File: config.mk
export PLATFORM = sky130hd
export DESIGN_NAME = timer_clksel
export DESIGN_NICKNAME = d
export VERILOG_FILES = /design/src/rtl/tcs_pkg.sv /design/src/rtl/tcs_prescaler.sv /design/src/rtl/tcs_ext_sync.sv /design/src/rtl/tcs_select.sv /design/src/rtl/timer_clksel.sv
export SDC_FILE = /design/constraint.sdc
export NUM_CORES = 1
export LEC_CHECK = 0
export CORE_MARGIN = 2
export CORE_UTILIZATION = 45
export CTS_BUF_LIST = sky130_fd_sc_hd__clkbuf_16
export DETAILED_ROUTE_END_ITERATION = 8
export DONT_BUFFER_PORTS = 1
export PLACE_DENSITY_LB_ADDON = 0.2
export SLEW_MARGIN = 10
export SYNTH_ARGS = -nofsm -noshare
export SYNTH_HDL_FRONTEND = slang
export SYNTH_SLANG_ARGS = --single-unit
export TNS_END_PERCENT = 100
File: constraint.sdc
create_clock -name clk_i -period 2.05 [get_ports clk_i]
set_input_delay 0.41 -clock clk_i [delete_from_list [all_inputs] [get_ports clk_i]]
set_output_delay 0.41 -clock clk_i [all_outputs]
set_load 0.03 [all_outputs]
File: src/rtl/tcs_pkg.sv
package tcs_pkg;

   localparam int unsigned SEL_W    = 3;
   localparam int unsigned NUM_TAPS = 4;
   localparam int unsigned MAX_TAP  = 10;

   typedef enum logic [SEL_W-1:0] {
      CS_OFF      = 3'd0,
      CS_DIV1     = 3'd1,
      CS_DIV8     = 3'd2,
      CS_DIV64    = 3'd3,
      CS_DIV256   = 3'd4,
      CS_DIV1024  = 3'd5,
      CS_EXT_FALL = 3'd6,
      CS_EXT_RISE = 3'd7
   } csel_e;

   // log2 of the divisor for each prescaler tap, lowest rate last
   function automatic int unsigned tap_shift(input int unsigned idx);
      case (idx)
         0:       return 3;
         1:       return 6;
         2:       return 8;
         default: return 10;
      endcase
   endfunction

endpackage

File: src/rtl/tcs_prescaler.sv
module tcs_prescaler #(
   parameter int unsigned PRESC_W  = 10,
   parameter int unsigned NUM_TAPS = 4
) (
   input  logic                clk_i,
   input  logic                rst_ni,
   input  logic                clr_i,
   output logic [NUM_TAPS-1:0] tap_tick_o
);

   logic [PRESC_W-1:0] cnt_q;

   always_ff @(posedge clk_i or negedge rst_ni) begin
      if (!rst_ni) begin
         cnt_q <= '0;
      end else if (clr_i) begin
         cnt_q <= '0;
      end else begin
         cnt_q <= cnt_q + PRESC_W'(1);
      end
   end

   // a tap fires in the final cycle of its period: low bits all ones
   for (genvar i = 0; i < NUM_TAPS; i++) begin : g_tap
      localparam int unsigned SH = tcs_pkg::tap_shift(i);
      if (SH == 0 || SH > PRESC_W) begin : g_bad
         $error("tcs_prescaler: tap %0d needs %0d bits, counter has %0d", i, SH, PRESC_W);
         assign tap_tick_o[i] = 1'b0;
      end else begin : g_ok
         assign tap_tick_o[i] = &cnt_q[SH-1:0];
      end
   end

endmodule

File: src/rtl/tcs_ext_sync.sv
module tcs_ext_sync #(
   parameter int unsigned STAGES = 2,
   parameter bit          IDLE   = 1'b0
) (
   input  logic clk_i,
   input  logic rst_ni,
   input  logic pin_i,
   output logic rise_o,
   output logic fall_o
);

   if (STAGES < 2) begin : g_bad
      $error("tcs_ext_sync: at least two synchroniser stages required, got %0d", STAGES);
   end

   // [STAGES-1] is the synchronised level, [STAGES] its previous value
   logic [STAGES:0] chain_q;

   always_ff @(posedge clk_i or negedge rst_ni) begin
      if (!rst_ni) begin
         chain_q <= {(STAGES+1){IDLE}};
      end else begin
         chain_q <= {chain_q[STAGES-1:0], pin_i};
      end
   end

   assign rise_o =  chain_q[STAGES-1] & ~chain_q[STAGES];
   assign fall_o = ~chain_q[STAGES-1] &  chain_q[STAGES];

endmodule

File: src/rtl/tcs_select.sv
module tcs_select #(
   parameter int unsigned NUM_TAPS = 4
) (
   input  logic                        clk_i,
   input  logic                        rst_ni,
   input  logic [tcs_pkg::SEL_W-1:0]   sel_i,
   input  logic [NUM_TAPS-1:0]         tap_tick_i,
   input  logic                        ext_rise_i,
   input  logic                        ext_fall_i,
   output logic                        en_o
);
   import tcs_pkg::*;

   if (NUM_TAPS != 4) begin : g_bad
      $error("tcs_select: code map covers exactly four taps, got %0d", NUM_TAPS);
   end

   logic en_d;

   always_comb begin
      unique case (csel_e'(sel_i))
         CS_OFF:      en_d = 1'b0;
         CS_DIV1:     en_d = 1'b1;
         CS_DIV8:     en_d = tap_tick_i[0];
         CS_DIV64:    en_d = tap_tick_i[1];
         CS_DIV256:   en_d = tap_tick_i[2];
         CS_DIV1024:  en_d = tap_tick_i[NUM_TAPS-1];
         CS_EXT_FALL: en_d = ext_fall_i;
         CS_EXT_RISE: en_d = ext_rise_i;
         default:     en_d = 1'b0;
      endcase
   end

   always_ff @(posedge clk_i or negedge rst_ni) begin
      if (!rst_ni) begin
         en_o <= 1'b0;
      end else begin
         en_o <= en_d;
      end
   end

endmodule

File: src/rtl/timer_clksel.sv
module timer_clksel #(
   parameter int unsigned PRESC_W     = tcs_pkg::MAX_TAP,
   parameter int unsigned SYNC_STAGES = 2,
   parameter bit          PIN_IDLE    = 1'b0
) (
   input  logic                      clk_i,
   input  logic                      rst_ni,
   input  logic [tcs_pkg::SEL_W-1:0] sel_i,
   input  logic                      ext_pin_i,
   input  logic                      presc_clr_i,
   output logic                      cnt_en_o
);

   localparam int unsigned NUM_TAPS = tcs_pkg::NUM_TAPS;

   if (PRESC_W < tcs_pkg::MAX_TAP) begin : g_bad_w
      $error("timer_clksel: prescaler width %0d below slowest tap %0d", PRESC_W, tcs_pkg::MAX_TAP);
   end

   logic [NUM_TAPS-1:0] tap_tick;
   logic                ext_rise;
   logic                ext_fall;

   tcs_prescaler #(
      .PRESC_W  (PRESC_W),
      .NUM_TAPS (NUM_TAPS)
   ) u_presc (
      .clk_i      (clk_i),
      .rst_ni     (rst_ni),
      .clr_i      (presc_clr_i),
      .tap_tick_o (tap_tick)
   );

   tcs_ext_sync #(
      .STAGES (SYNC_STAGES),
      .IDLE   (PIN_IDLE)
   ) u_sync (
      .clk_i  (clk_i),
      .rst_ni (rst_ni),
      .pin_i  (ext_pin_i),
      .rise_o (ext_rise),
      .fall_o (ext_fall)
   );

   tcs_select #(
      .NUM_TAPS (NUM_TAPS)
   ) u_sel (
      .clk_i      (clk_i),
      .rst_ni     (rst_ni),
      .sel_i      (sel_i),
      .tap_tick_i (tap_tick),
      .ext_rise_i (ext_rise),
      .ext_fall_i (ext_fall),
      .en_o       (cnt_en_o)
   );

endmodule

; ---- After elaboration in Yosys (flattened, before gate mapping)
; Index checks and enable logic that the tools add are counted.
[op_classes]
add_sub_neg = 1
eq_ne = 7
mux = 2
n_bitwise = 4
reduce_logical = 5
[ops]
columns = cell, n
row1 = "3-bit equality test, second input constant", 4
row2 = "10-bit by 1-bit adder with 10-bit output, second input constant", 1
row3 = 10-bit 2-to-1 mux, 1
row4 = 10-bit AND reduction, 1
row5 = 1-bit one-hot mux with 8 select lines, 1
row6 = 8-bit AND reduction, 1
row7 = "3-bit by 2-bit equality test with 1-bit output, second input constant", 2
row8 = 6-bit AND reduction, 1
row9 = "3-bit by 1-bit equality test with 1-bit output, second input constant", 1
row10 = 3-bit logical NOT, 1
row11 = 3-bit AND reduction, 1
row12 = 1-bit bitwise AND, 2
row13 = 1-bit NOT, 2
[totals]
ff_bits = 14
output_inout_bits = 1
elab_cells = 22

; ---- Depth between registers and ports, before layout
; Gate-level depths: netlist (run 1).
[depth]
word_depth = 3
mapped_depth = 5
ltp_nobuf = 5

; ---- By module
; A second synthesis (run 1) with hierarchy kept.
[unflattened]
hier_cells = 65
area_unflattened_um2 = 678.2
[modules_own_cells]
columns = mod, n_inst, cells_per_inst, area_each_um2, seq_area_each_um2
row1 = tcs_prescaler, 1, 49, 498.0, 250.2
row2 = tcs_ext_sync, 1, 5, 90.1, 75.1
row3 = tcs_select, 1, 11, 90.1, 25.0

; ---- Worst setup path after synthesis (run 1)
; OpenSTA, ideal clock, no wires.
[synth_path]
path_type = register to register
start = register u_presc.cnt_q[0]
end = register u_sel.en_o
arrival_ps = 1179
t_required_ps = 1924
slack_ps = 744
path_stages_with_launch = 6
n_path_buf = 0
synth_period_minus_slack_ps = 1306
path_cell_list = dfrtp_1 ha_1 ha_1 a211o_1 o21ai_0 nor3_1
[synth_via]
elab_chain_cells = 2
elab_cells_between_ends = 5
cone_classes = mux: 1 / reduce/logical: 4
[synth_lines]
columns = item, line
row1 = "start, declared", tcs_prescaler.sv:11  ; logic [PRESC_W-1:0] cnt_q;
row2 = "start signal, assigned", tcs_prescaler.sv:19  ; cnt_q <= cnt_q + PRESC_W'(1);
row3 = "10-bit AND reduction, or another cell as far along", tcs_prescaler.sv:30  ; assign tap_tick_o[i] = &cnt_q[SH-1:0];
row4 = 1-bit one-hot mux with 8 select lines (*), tcs_select.sv:21  ; unique case (csel_e'(sel_i))
row5 = via u_sel.en_d, tcs_select.sv:18  ; logic en_d;
row6 = "end signal, assigned", tcs_select.sv:38  ; en_o <= en_d;
row7 = "end, declared", tcs_select.sv:10  ; output logic en_o
; The timed path passes the listed nets; every way through them passes the cells marked *.

; ---- Final worst setup path (run 1)
; Same ends and word-level chain as after synthesis.

==> results of run 1 <==
-- cells by family after synthesis --
family	count (synthesis)	share of synthesized area (%)
simple gates	27	22.57
flops	14	55.45
compound gates	8	7.328
xor+xnor	6	8.317
buf+inv	4	2.376
fa+ha+maj	2	3.960
-- Yosys cell counts (2+ instances only) --
cell type	count
nand2b_1	2
xor2_1	2
ha_1	2
o21ai_0	4
nand2_1	4
nor2b_1	2
a21oi_1	2
nor3_1	2
xnor2_1	4
nor2_1	9
dfrtp_1	14
nand3_1	3
inv_1	3
-- registers in the layout, indices dropped and copies added, names as in the netlist --
signal / count
u_sync.chain_q: 3
u_presc.cnt_q: 10
u_sel.en_o: 1
-- per-stage QoR --
stage / setup WS (ns) / hold WS, ns
2_1_floorplan: 0.7444 / 0.1144
3_3_place_gp: 0.7080 / 0.1147
3_5_place_dp: 0.6685 / 0.1147
4_1_cts: 0.6671 / 0.1929
5_1_grt: 0.5599 / 0.1876
6_report: 0.6799 / 0.1956
-- report_power, final --
part           leakage (nW)  internal, mW  switching [mW]
Combinational        0.0838        0.0111          0.0132
Sequential            0.184         0.287          0.0111
Clock                0.0385         0.257           0.105
-- critical path, cell delays in order, from the launching register on --
cell and delay [ns]:
dfrtp_1 0.40, ha_1 0.24, ha_1 0.19, a211o_1 0.28
o21ai_0 0.07, nor3_1 0.07
-- worst paths after layout --
kind,start,end,slack (ns),cells after the start
min,ext_pin_i,u_sync.chain_q[0],0.20,0
min reg2reg,u_sync.chain_q[0],u_sync.chain_q[1],0.34,0
min in group asynchronous,rst_ni,u_presc.cnt_q[8],0.62,1
max in group asynchronous,rst_ni,u_presc.cnt_q[3],1.03,1
max reg2reg,u_presc.cnt_q[0],u_sel.en_o,0.68,5
max,u_presc.cnt_q[0],u_sel.en_o,0.68,5
-- area by class of cell --
class | count | area, um2
Clock buffer | 3 | 75.07
Clock inverter | 1 | 3.754
Fill cell | 119 | 565.5
Inverter | 3 | 11.26
Multi-Input combinational cell | 43 | 266.5
Sequential cell | 14 | 350.3
Tap cell | 15 | 18.77
Timing Repair Buffer | 1 | 10.01
-- timing repair --
item                                    in CTS  in global routing
gates resized for setup                      0                  0
endpoints found under the setup margin       0                  0
hold buffers                                 1                  0
endpoints found under the hold margin       14                  0
-- routing by layer --
metal	share of wire, %	wire length, um
met5	0	0
met4	3.5	36
met3	6.1	63
met2	47	481
met1	43	446
-- cell usage in the layout, fill, tap and decap left out, drive strengths merged, types with 3 or more instances in the layout --
cell type  count
clkbuf         3
dfrtp         14
inv            3
nand2          4
nand3          4
nor2           9
o21ai          4
xnor2          4
==> reports/results.txt, run 1 <==
outcome: complete, no violations
Slew Limit Fails: 0
gr usage total: 15.41%
Clock Latency Late Sink: 0.24 ns
post-synthesis cell type count: 21
I/O pins: 8
CTS tree: yes
Synth Warn #: 0
Post-Syn Area: 631.9 um2
clock root cell: clkbuf_16
drt total wl: 1.026 mm
starting density of the core: 48.56%
fmax: 729.9 MHz
share of the synthesized area in the top cell type: 55.45%
first-pass GRT wire length: 1.904 mm
PortBufs: 0
Critical Path Fanout Max: 4
routability cong.: 0.6895
share of layout cells above drive strength 1: 7.692%
DR vias: 425
Clock transition at path regs: 0.04 ns
# setup viols final: 0
register area share after synthesis: 55.45%
grt met2 use: 23.75%
clk buf depth: 2
level count of the clock H-tree: 1
Layout Nets: 75
gr busiest metal: met2
drc violations: 0
syn_nets: 70
VDD IR max: 0.9966 mV
Starting DRT DRC Count: 5
Overall Power: 0.6847 mW
final instance area: 735.7 um2
max cap viols: 0
HPWL after DPL: 764.7 um
DR WL/cell: 12.83 um
vias in the first global route: 432
Die X: 41.47 um
Final period util: 66.83%
diodes inserted: 0
placed instance count: 75
CTS Buf Count: 3
GRT overflow: 0
top cells by area, synth: dfrtp_1, xnor2_1, nor2_1
post-CTS setup buffer count: 0
RSZ-0062 raised after global routing: false
CP Class: reg2reg
Synth area leader: dfrtp_1
Post-synth EDFFs: 0
Rows: 13
post-layout min period: 1.370 ns
die area: 0.001720 mm2
Syn Inst Count: 61
WP data required: 2.17 ns
Placed Area: 646.9 um2
final hold violations: 0
M3 GR Usage: 7.391%
Slew headroom: 58.76%
Final ANT Viol Nets: 0
clock sink total: 14
largest net degree at the start of global routing: 15
Syn Area/Cell: 10.36 um2
Final Util: 56.54%
Synth Register Bits: 14
Slew @ Worst Pin: 0.6165 ns
leakage power: 0.3069 nW
crit path capture type: flip-flop
antenna violations before repair: 0
Via density: 5.313
CP startpoint kind: flip-flop
GR Util met1: 16.90%
setup TNS: 0 ns
First-pass DRT Iterations: 4
non-filler cells, final: 80
Arrival @ worst endpoint: 1.49 ns
P per Cell Area: 930.6 mW/mm2
Core Footprint: 0.001301 mm2
area grow syn2layout: 16.44%
top_reg_cell synth: dfrtp_1
Die Ht: 41.47 um
Clock Skews: 0.001544 ns
Hold WC Path Type: in2reg
asr flop ratio synth: 100.0%
(Power assumes the default switching activity.)
==> run 2: changes to the inputs <==
clock period = 1.3 ns   (was 2.05 ns; I/O delays follow)
==> run 2 against run 1 <==
Net effect:
- power increased by 57%
- final area up 3.4%
- critical path depth did not move
- global-route usage shrank 0.39 points
- wire length grew 5.8%
- non-clock buffer count is 2 higher
- first-iteration DRC count fell by 60%
- critical endpoint unchanged
- register-to-register slack got worse by 0.66 ns
- maximum frequency rose by 7.3%
==> reports/results.txt, run 2 (same netlist as run 1, synthesis figures left out) <==
outcome: complete, no violations (unchanged)
CTS tree: yes (unchanged)
Die Ht: 41.47 um (unchanged)
# setup viols final: 0 (unchanged)
level count of the clock H-tree: 1 (unchanged)
final hold violations: 0 (unchanged)
CP startpoint kind: flip-flop (unchanged)
Via density: 5.383 (was 5.313)
CTS Buf Count: 3 (unchanged)
Rows: 13 (unchanged)
drt total wl: 1.086 mm (was 1.026 mm)
Clock transition at path regs: 0.04 ns (about the same)
Critical Path Fanout Max: 3 (was 4)
fmax: 783.2 MHz (was 729.9 MHz)
post-layout min period: 1.277 ns (was 1.370 ns)
CP Class: reg2reg (unchanged)
setup TNS: 0 ns (unchanged)
First-pass DRT Iterations: 4 (unchanged)
hold_ws: 0.04873 ns (was 0.1956 ns)
RSZ-0062 raised after global routing: true (was false)
max cap viols: 0 (unchanged)
Largest Register: u_presc.cnt_q (unchanged)
drc violations: 0 (unchanged)
area grow syn2layout: 20.40% (was 16.44%)
crit path capture type: flip-flop (unchanged)
antenna violations before repair: 0 (unchanged)
Final period util: 98.22% (was 66.83%)
final instance area: 760.7 um2 (was 735.7 um2)
die area: 0.001720 mm2 (unchanged)
max FFs per register: 10 (unchanged)
Arrival @ worst endpoint: 1.43 ns (was 1.49 ns)
Clock Skews: 0.0006712 ns (was 0.001544 ns)
Die X: 41.47 um (unchanged)
Regs by FF count: u_presc.cnt_q: 10 flops, u_sync.chain_q: 3 flops, u_sel.en_o: 1 flops (unchanged)
largest net degree at the start of global routing: 15 (unchanged)
Starting DRT DRC Count: 2 (was 5)
I/O pins: 8 (unchanged)
clock sink total: 14 (unchanged)
GRT overflow: 0 (unchanged)
Slew Limit Fails: 0 (unchanged)
DR WL/cell: 13.41 um (was 12.83 um)
share of layout cells above drive strength 1: 18.18% (was 7.692%)
Placed Area: 656.9 um2 (was 646.9 um2)
leakage power: 0.3102 nW (was 0.3069 nW)
starting density of the core: 48.56% (unchanged)
Hold WC Path Type: in2reg (unchanged)
VDD IR max: 0.8715 mV (was 0.9966 mV)
Placement Setup Slack: 0.009101 ns (was 0.6685 ns)
routability cong.: 0.7079 (was 0.6895)
vias in the first global route: 431 (was 432)
Clock Latency Late Sink: 0.24 ns (about the same)
clock root cell: clkbuf_16 (unchanged)
Slew headroom: 58.84% (was 58.76%)
Core Footprint: 0.001301 mm2 (unchanged)
Final WS setup: 0.02318 ns (was 0.6799 ns)
DR vias: 436 (was 425)
Slew @ Worst Pin: 0.6154 ns (was 0.6165 ns)
most common cell after layout, fill and taps aside: dfrtp_1 (unchanged)
clk buf depth: 2 (unchanged)
diodes inserted: 0 (unchanged)
PortBufs: 0 (unchanged)
WP data required: 1.45 ns (was 2.17 ns)
gr usage total: 15.02% (was 15.41%)
most frequent cells in the layout: dfrtp_1, nor2_1, nand2_1, xnor2_1 (was dfrtp_1, nor2_1, nand2_1, o21ai_0, xnor2_1)
first-pass GRT wire length: 1.883 mm (was 1.904 mm)
HPWL after DPL: 738.9 um (was 764.7 um)
P per Cell Area: 1412 mW/mm2 (was 930.6 mW/mm2)
Layout Nets: 77 (was 75)
Final ANT Viol Nets: 0 (unchanged)
FILL cells: 110 (was 119)
run 2: cell types whose count changed in the layout (fill, tap and decap cells not counted):
cell / change
nor2_2: +2
nor2_1: -2
a21oi_2: +1
ha_1: -2
a21oi_1: -1
o21ai_1: +1
clkinv_1: -1
ha_2: +2
buf_4: +2
o21ai_0: -1
run 2: cell type report:
class                   instances  area (um2)  area share [%]
multi-input cells              43       280.3           36.84
inverters                       3       11.26           1.480
repair buffers                  3       25.02           3.289
flip-flops and latches         14       350.3           46.05
clock buffers                   3       75.07           9.868
well taps                      15       18.77           2.467
run 2: worst max-delay path, stage by stage, from the launching register on:
cell and delay (ns):
dfrtp_1 0.36, ha_2 0.20, nand4_1 0.17, nor2_2 0.20, a21oi_2 0.08, nor3_1 0.18
run 2: path summary, 6_finish.rpt:
check | start | to | slack, ns | cells after the start
worst max register to register | u_presc.cnt_q[1] | u_sel.en_o | 0.02 | 5
worst max-delay path | u_presc.cnt_q[1] | u_sel.en_o | 0.02 | 5
worst min-delay path | ext_pin_i | u_sync.chain_q[0] | 0.05 | 0
worst min register to register | u_sync.chain_q[0] | u_sync.chain_q[1] | 0.36 | 0
min in group asynchronous | rst_ni | u_sync.chain_q[2] | 0.48 | 1
max in group asynchronous | rst_ni | u_presc.cnt_q[3] | 0.42 | 1
run 2: stage by stage:
stage / cells / utilization, % / power [mW]
floorplan: 61 / - / 0.5019
global placement: 76 / 50.48 / 0.5081
detailed placement: 76 / 50.48 / 0.5083
CTS: 80 / 57.02 / 1.079
global route: 81 / 58.46 / 1.123
finish: 81 / 58.46 / 1.074
run 2: report_power, final:
group	leakage [nW]	internal (mW)	switching (mW)
Sequential	0.184	0.453	0.0168
Clock	0.0370	0.400	0.156
Combinational	0.0888	0.0245	0.0239
run 2: per-layer routing:
metal	global-route usage [%]	share of wire [%]	vias to the layer above
li1	-	-	217
met1	16.81	42	204
met2	23.13	50	13
met3	7.826	6.3	2
met4	7.742	1.6	0
met5	0	0	-
run 2: repair_timing:
item	CTS	global route
endpoints found under the hold margin	14	0
endpoints found under the setup margin	0	3
buffers inserted	0	1
hold buffers	1	0
gates resized for setup	0	5
